<file path="src/rtl/seg_mem_pkg.sv">
package seg_mem_pkg;

    typedef enum logic [1:0] {
        SEG_CODE  = 2'd0,
        SEG_DATA  = 2'd1,
        SEG_STACK = 2'd2,
        SEG_EXTRA = 2'd3
    } seg_sel_e;

    typedef enum logic [1:0] {
        ST_IDLE = 2'd0,
        ST_LOW  = 2'd1,
        ST_HIGH = 2'd2,
        ST_DONE = 2'd3
    } xfer_state_e;

endpackage

</file>
<file path="src/rtl/seg_reg_bank.sv">
module seg_reg_bank #(
    parameter int SEG_W   = 16,
    parameter int NUM_SEG = 4,
    parameter int SEL_W   = $clog2(NUM_SEG)
) (
    input  logic             clk,
    input  logic             rst_n,
    input  logic             wr_en,
    input  logic [SEL_W-1:0] wr_sel,
    input  logic [SEG_W-1:0] wr_val,
    input  logic [SEL_W-1:0] rd_sel,
    output logic [SEG_W-1:0] rd_val
);

    logic [SEG_W-1:0] seg_q [NUM_SEG];

    for (genvar g = 0; g < NUM_SEG; g++) begin : g_seg
        always_ff @(posedge clk) begin
            if (!rst_n) begin
                seg_q[g] <= '0;
            end else if (wr_en && (wr_sel == SEL_W'(g))) begin
                seg_q[g] <= wr_val;
            end
        end
    end

    assign rd_val = seg_q[rd_sel];

    AST_SEG_LOAD: assert property (@(posedge clk) disable iff (!rst_n)
        wr_en |=> (seg_q[$past(wr_sel)] == $past(wr_val)));

endmodule

</file>
<file path="src/rtl/phys_addr_gen.sv">
module phys_addr_gen #(
    parameter int SEG_W = 16,
    parameter int OFF_W = 16,
    parameter int PA_W  = 20
) (
    input  logic [SEG_W-1:0] seg_val,
    input  logic [OFF_W-1:0] off_val,
    input  logic [PA_W-1:0]  base_addr,
    output logic [PA_W-1:0]  phys_addr,
    output logic [PA_W-1:0]  next_addr
);

    localparam int SHIFT = PA_W - SEG_W;

    logic [PA_W-1:0] seg_base;
    logic [PA_W-1:0] off_ext;

    assign seg_base  = {seg_val, {SHIFT{1'b0}}};
    assign off_ext   = PA_W'(off_val);
    assign phys_addr = seg_base + off_ext;
    assign next_addr = base_addr + PA_W'(1);

endmodule

</file>
<file path="src/rtl/byte_array.sv">
module byte_array #(
    parameter int MEM_AW = 8,
    parameter int BYTE_W = 8
) (
    input  logic              clk,
    input  logic              rst_n,
    input  logic              we,
    input  logic [MEM_AW-1:0] idx,
    input  logic [BYTE_W-1:0] wbyte,
    output logic [BYTE_W-1:0] rbyte
);

    localparam int DEPTH = 1 << MEM_AW;

    logic [BYTE_W-1:0] cells [DEPTH];

    always_ff @(posedge clk) begin
        if (!rst_n) begin
            for (int i = 0; i < DEPTH; i++) begin
                cells[i] <= '0;
            end
        end else if (we) begin
            cells[idx] <= wbyte;
        end
    end

    assign rbyte = cells[idx];

    AST_STORE_WRITE: assert property (@(posedge clk) disable iff (!rst_n)
        we |=> (cells[$past(idx)] == $past(wbyte)));

endmodule

</file>
<file path="src/rtl/seg_mem_unit.sv">
module seg_mem_unit #(
    parameter int SEG_W   = 16,
    parameter int OFF_W   = 16,
    parameter int PA_W    = 20,
    parameter int MEM_AW  = 8,
    parameter int BYTE_W  = 8,
    parameter int NUM_SEG = 4
) (
    input  logic                clk,
    input  logic                rst_n,
    input  logic                seg_wr_en,
    input  logic [1:0]          seg_wr_sel,
    input  logic [SEG_W-1:0]    seg_wr_val,
    input  logic                req_valid,
    input  logic [1:0]          req_seg,
    input  logic [OFF_W-1:0]    req_off,
    input  logic                req_word,
    input  logic                req_write,
    input  logic [2*BYTE_W-1:0] req_wdata,
    output logic                req_ready,
    output logic                done,
    output logic [2*BYTE_W-1:0] rdata,
    output logic                xfer_active,
    output logic [PA_W-1:0]     xfer_addr
);

    import seg_mem_pkg::*;

    localparam int WORD_W = 2 * BYTE_W;

    xfer_state_e state_q, state_d;

    logic [SEG_W-1:0]  seg_val;
    logic [PA_W-1:0]   pa_calc;
    logic [PA_W-1:0]   pa_inc;
    logic [PA_W-1:0]   base_q;
    logic              word_q;
    logic              write_q;
    logic [WORD_W-1:0] wdata_q;
    logic [BYTE_W-1:0] lo_q;
    logic [WORD_W-1:0] rdata_q;
    logic              mem_we;
    logic [BYTE_W-1:0] mem_wbyte;
    logic [BYTE_W-1:0] mem_rbyte;
    logic              accept;

    seg_reg_bank #(
        .SEG_W   (SEG_W),
        .NUM_SEG (NUM_SEG),
        .SEL_W   (2)
    ) u_segs (
        .clk    (clk),
        .rst_n  (rst_n),
        .wr_en  (seg_wr_en),
        .wr_sel (seg_wr_sel),
        .wr_val (seg_wr_val),
        .rd_sel (req_seg),
        .rd_val (seg_val)
    );

    phys_addr_gen #(
        .SEG_W (SEG_W),
        .OFF_W (OFF_W),
        .PA_W  (PA_W)
    ) u_agen (
        .seg_val   (seg_val),
        .off_val   (req_off),
        .base_addr (base_q),
        .phys_addr (pa_calc),
        .next_addr (pa_inc)
    );

    byte_array #(
        .MEM_AW (MEM_AW),
        .BYTE_W (BYTE_W)
    ) u_store (
        .clk   (clk),
        .rst_n (rst_n),
        .we    (mem_we),
        .idx   (xfer_addr[MEM_AW-1:0]),
        .wbyte (mem_wbyte),
        .rbyte (mem_rbyte)
    );

    assign accept = req_valid && (state_q == ST_IDLE);

    // next-state logic
    always_comb begin
        state_d = state_q;
        unique case (state_q)
            ST_IDLE: if (req_valid) state_d = ST_LOW;
            ST_LOW:  state_d = word_q ? ST_HIGH : ST_DONE;
            ST_HIGH: state_d = ST_DONE;
            ST_DONE: state_d = ST_IDLE;
        endcase
    end

    // state register
    always_ff @(posedge clk) begin
        if (!rst_n) begin
            state_q <= ST_IDLE;
        end else begin
            state_q <= state_d;
        end
    end

    // outputs per state
    always_comb begin
        req_ready   = 1'b0;
        done        = 1'b0;
        xfer_active = 1'b0;
        xfer_addr   = base_q;
        mem_wbyte   = wdata_q[BYTE_W-1:0];
        unique case (state_q)
            ST_IDLE: req_ready = 1'b1;
            ST_LOW:  xfer_active = 1'b1;
            ST_HIGH: begin
                xfer_active = 1'b1;
                xfer_addr   = pa_inc;
                mem_wbyte   = wdata_q[WORD_W-1:BYTE_W];
            end
            ST_DONE: done = 1'b1;
        endcase
        mem_we = xfer_active && write_q;
    end

    // request capture and read assembly
    always_ff @(posedge clk) begin
        if (!rst_n) begin
            base_q  <= '0;
            word_q  <= 1'b0;
            write_q <= 1'b0;
            wdata_q <= '0;
            lo_q    <= '0;
            rdata_q <= '0;
        end else begin
            if (accept) begin
                base_q  <= pa_calc;
                word_q  <= req_word;
                write_q <= req_write;
                wdata_q <= req_wdata;
            end
            if (state_q == ST_LOW && !write_q) begin
                if (word_q) begin
                    lo_q <= mem_rbyte;
                end else begin
                    rdata_q <= {{BYTE_W{1'b0}}, mem_rbyte};
                end
            end
            if (state_q == ST_HIGH && !write_q) begin
                rdata_q <= {mem_rbyte, lo_q};
            end
        end
    end

    assign rdata = rdata_q;

    AST_READY_EXCL: assert property (@(posedge clk) disable iff (!rst_n)
        req_ready |-> (!done && !xfer_active));

    AST_BYTE_LEN: assert property (@(posedge clk) disable iff (!rst_n)
        (state_q == ST_LOW && !word_q) |=> done);

    AST_WORD_SEQ: assert property (@(posedge clk) disable iff (!rst_n)
        (state_q == ST_LOW && word_q) |=> (xfer_active && (xfer_addr == PA_W'($past(xfer_addr) + 1'b1))));

    AST_DONE_PULSE: assert property (@(posedge clk) disable iff (!rst_n)
        done |=> !done);

    AST_RDATA_HOLD: assert property (@(posedge clk) disable iff (!rst_n)
        !$stable(rdata) |-> done);

endmodule

</file>
<file path="config.mk">
export PLATFORM = sky130hd
export DESIGN_NAME = seg_mem_unit
export DESIGN_NICKNAME = d
export VERILOG_FILES = /design/src/rtl/seg_mem_pkg.sv /design/src/rtl/seg_reg_bank.sv /design/src/rtl/phys_addr_gen.sv /design/src/rtl/byte_array.sv /design/src/rtl/seg_mem_unit.sv
export SDC_FILE = /design/constraint.sdc
export NUM_CORES = 2
export LEC_CHECK = 0
export BUFFER_PORTS_ARGS = -buffer_cell sky130_fd_sc_hd__buf_2
export CAP_MARGIN = 20
export CORE_ASPECT_RATIO = 1.4
export CORE_MARGIN = 8
export CORE_UTILIZATION = 45
export CTS_BUF_LIST = sky130_fd_sc_hd__clkbuf_4
export DETAILED_ROUTE_END_ITERATION = 12
export HOLD_SLACK_MARGIN = 0.02
export MAX_ROUTING_LAYER = met4
export RECOVER_POWER = 100
export SYNTH_ARGS = -nofsm -noshare
export SYNTH_HDL_FRONTEND = slang
export SYNTH_SLANG_ARGS = --single-unit
</file>
<file path="constraint.sdc">
create_clock -name clk -period 5.75 [get_ports clk]
set_clock_uncertainty 0.2 [all_clocks]
set_input_delay 1.15 -clock clk [delete_from_list [all_inputs] [get_ports clk]]
set_output_delay 1.15 -clock clk [all_outputs]
set_load 0.01 [all_outputs]
</file>
==> run summary <==
===========================================================================================
Part of the power in registers                                                        0.395
Final Wtd Congestion                                                                  0.894
Initial antenna violation count                                                          19
Power per cell area                                                             369 nW/um^2
Combinational cell fraction of total power                                            0.319
Number of standard cells in the final layout excluding fillers                        13500
Post-DRT Antenna Nets                                                                     0
Total congestion overflow                                                                 0
Accumulated negative setup slack                                                       0 ns
Global-route usage over all layers                                                    0.264
Violations in the final reports                                                capacitance limit, slew limit
Clock slew at reported path FFs                                                     0.08 ns
Footprint of the multi-input gates                                              46800 sq um
X dimension of the die                                                               445 um
Seq. cell area                                                                  64700 sq um
Clk buf depth                                                                             4
Crit start category                                                               flip-flop
Sequential cell area fraction in the yosys report                                     0.559
Via count of the first global-routing pass                                            84300
Number of placement rows                                                                220
Startpoint of the most critical hold path                                        req_off[4]
CTS tree                                                                                yes
Worst reg2reg startpoint                                                          base_q[0]
Net count, final                                                                       9811
Area growth from synthesis to final layout                                            9.31%
Worst-Skew Late Latency                                                             1.27 ns
Mean post-synth cell area                                                        12.1 sq um
Switch share                                                                          0.352
Number of port buffers                                                                   96
GR Util met3                                                                         0.0437
Core Footprint                                                                 256000 sq um
Internal                                                                            30.3 mW
WL per Instance                                                                     27.2 um
Commonest non-fill, non-tap cell in the layout                                 sky130_fd_sc_hd__edfxtp_1
Switch Pwr                                                                          16.4 mW
Lkg Pwr                                                                             40.9 nW
Die Y                                                                                616 um
Crit path setup slack, layout                                                     0.0271 ns
Post-CTS setup buffers                                                                    0
Period utilisation layout                                                             0.995
Worst VDD drop                                                                     0.272 mV
Routed Wire Length                                                                   367 mm
First-pass iteration count of the detailed router                                         6
Warnings from Yosys                                                                       0
Number of cells in the design after placement                                         12500
Kind of path behind the tightest hold check                                          in2reg
Drc violations                                                                            0
Synthesized cell area                                                          116000 sq um
Count of mapped cells out of synthesis                                                 9588
Finished Core Util                                                                    0.494
CTS root buf                                                                   sky130_fd_sc_hd__clkbuf_4
Result of the run                                                              finished, violations left
Post-CTS Resized                                                                          0
Via count                                                                             82900
Maximum fanout encountered on the critical timing path                                   23
Commonest cells after routing, fill and taps aside                             sky130_fd_sc_hd__edfxtp_1, sky130_fd_sc_hd__nor2_1, sky130_fd_sc_hd__mux2i_1
GR Util met1                                                                          0.312
Data required time of the critical path                                             6.63 ns
Max transition margin                                                                -0.757
Hold buffer count at CTS                                                                 39
Number of design-rule violations left by the first detailed-router iteration           7923
First-pass GRT wire length                                                           537 mm
Total of max-cap violations                                                               7
Initial core utilization                                                              0.452
Pin count of the biggest net entering global routing                                    145
Busiest layer in global routing                                                        met2
Maximum operating frequency                                                         175 MHz
Boundary pin count                                                                       97
TritonCTS Buffers                                                                       542
Half-perimeter wire length after detailed placement                                  230 mm
Hold violation count in the final report                                                  0
WS Path Type                                                                        reg2reg
Detail-routed via count per cell                                                       6.15
Clock network power share                                                             0.286
Crit end category                                                                 flip-flop
Share of flip-flops with an asynchronous set or reset after synthesis                     0
Fill cell count                                                                       22800
Overall power after layout                                                          46.7 mW
Final setup violation count                                                               0
Post-placement setup slack                                                         0.774 ns
Share of post-route cells with drive strength above 1                                 0.144
CTS H-Tree Depth                                                                          6
Synthesis-stage register bit count                                                     2176
Max-slew violation count                                                                292
RSZ-0062 raised after global routing                                                  false
Critical path launch point                                                        base_q[0]
Met2 GRT Util                                                                         0.436
CP arrival                                                                          6.60 ns
Transition at the pin with the smallest max-transition slack                        2.64 ns
Total Die Area                                                                 274000 sq um
Post-synthesis cell type count                                                           64
Minimum clock period after layout                                                   5.72 ns
# clock sinks                                                                          2176
Dominant register cell in the synthesized netlist                              sky130_fd_sc_hd__edfxtp_1
Number of synthesized flops with an enable pin                                         2112
Number of nets in the synthesized netlist                                              9665
===========================================================================================
[through the flow]
| step | instance area [sq um] | hold slack, ns |
|---|---|---|
| 2_1_floorplan | 116000 | 0.236 |
| 3_3_place_gp | 120000 | 0.247 |
| 3_5_place_dp | 120000 | 0.246 |
| 4_1_cts | 127000 | 0.0690 |
| 5_1_grt | 126000 | 0.171 |
| 6_report | 126000 | 0.221 |
[critical path, stage by stage (launching register included)]
cell and delay [ns]:
sky130_fd_sc_hd__dfxtp_4 0.61, sky130_fd_sc_hd__buf_4 0.44, sky130_fd_sc_hd__nand3b_1 0.23, sky130_fd_sc_hd__a32oi_1 1.48, sky130_fd_sc_hd__buf_4 0.51, sky130_fd_sc_hd__o22ai_1 0.10
sky130_fd_sc_hd__o21ai_0 0.64, sky130_fd_sc_hd__nand3_1 0.37, sky130_fd_sc_hd__o22ai_1 0.71, sky130_fd_sc_hd__o32ai_1 0.20
[final cells by class]
class,instances,share of cell area
clock inverters,165,0.00833
diodes,18,0.000356
clock buffers,771,0.0458
inverters,17,0.000505
well taps,3330,0.0329
multi-input cells,6586,0.370
repair buffers,411,0.0302
flip-flops and latches,2176,0.512
[flip-flops by register name, summed over array words and instances, names as in the netlist]
signal and flops:
u_segs.seg_q 64, rdata 16, write_q 1, base_q 20
lo_q 8, u_store.cells 2048, word_q 1, wdata_q 16
state_q 2
[power by group through the flow]
stage          Clock (mW)  Combinational, mW  Sequential (mW)
2_1_floorplan           0               10.0             18.6
3_3_place_gp            0               14.6             18.7
3_5_place_dp            0               14.8             18.8
4_1_cts              13.6               14.8             18.4
5_1_grt              14.3               15.5             18.5
6_report             13.3               14.9             18.4
[layer usage]
layer  wire (um)  part of all wire
met1      139000              0.38
met3       27800             0.076
met2      180000              0.49
met5           0                 0
met4       20900             0.057
[path summary, 6_finish.rpt]
path / slack (ns) / to / cells past startpoint
max: 0.03 / rdata[1] / 9
max reg2reg: 0.03 / rdata[1] / 9
min: 0.22 / base_q[4] / 4
min reg2reg: 0.26 / wdata_q[13] / 2
[cell usage after synthesis, drive strengths merged (16+ instances only)]
library cell  instances  area, sq um
a21oi                38          190
a22oi               522         3920
and2                 87          544
buf                 392         2540
clkbuf              417         1570
dfxtp                64         1280
edfxtp             2112        63400
ha                   18          225
inv                  16         60.1
mux2i              2058        20600
mux4                272         6130
nand2               834         3330
nand3               120          611
nor2               2093         7920
o21ai               206         1030
o22ai               211         1320
o31ai                20          150
xnor2                21          191
[cells by family after synthesis]
kind of cell / Yosys count / share of synthesized area
muxes: 2331 / 0.231
and+or+nand+nor: 3179 / 0.110
xor gates and xnor gates: 26 / 0.00203
DFF: 2176 / 0.559
buffers and inverters: 826 / 0.0361
AOI/OAI and AO/OA: 1031 / 0.0597
adders and majority gates: 19 / 0.00212
Note: power is estimated with default switching activity, not from simulation.
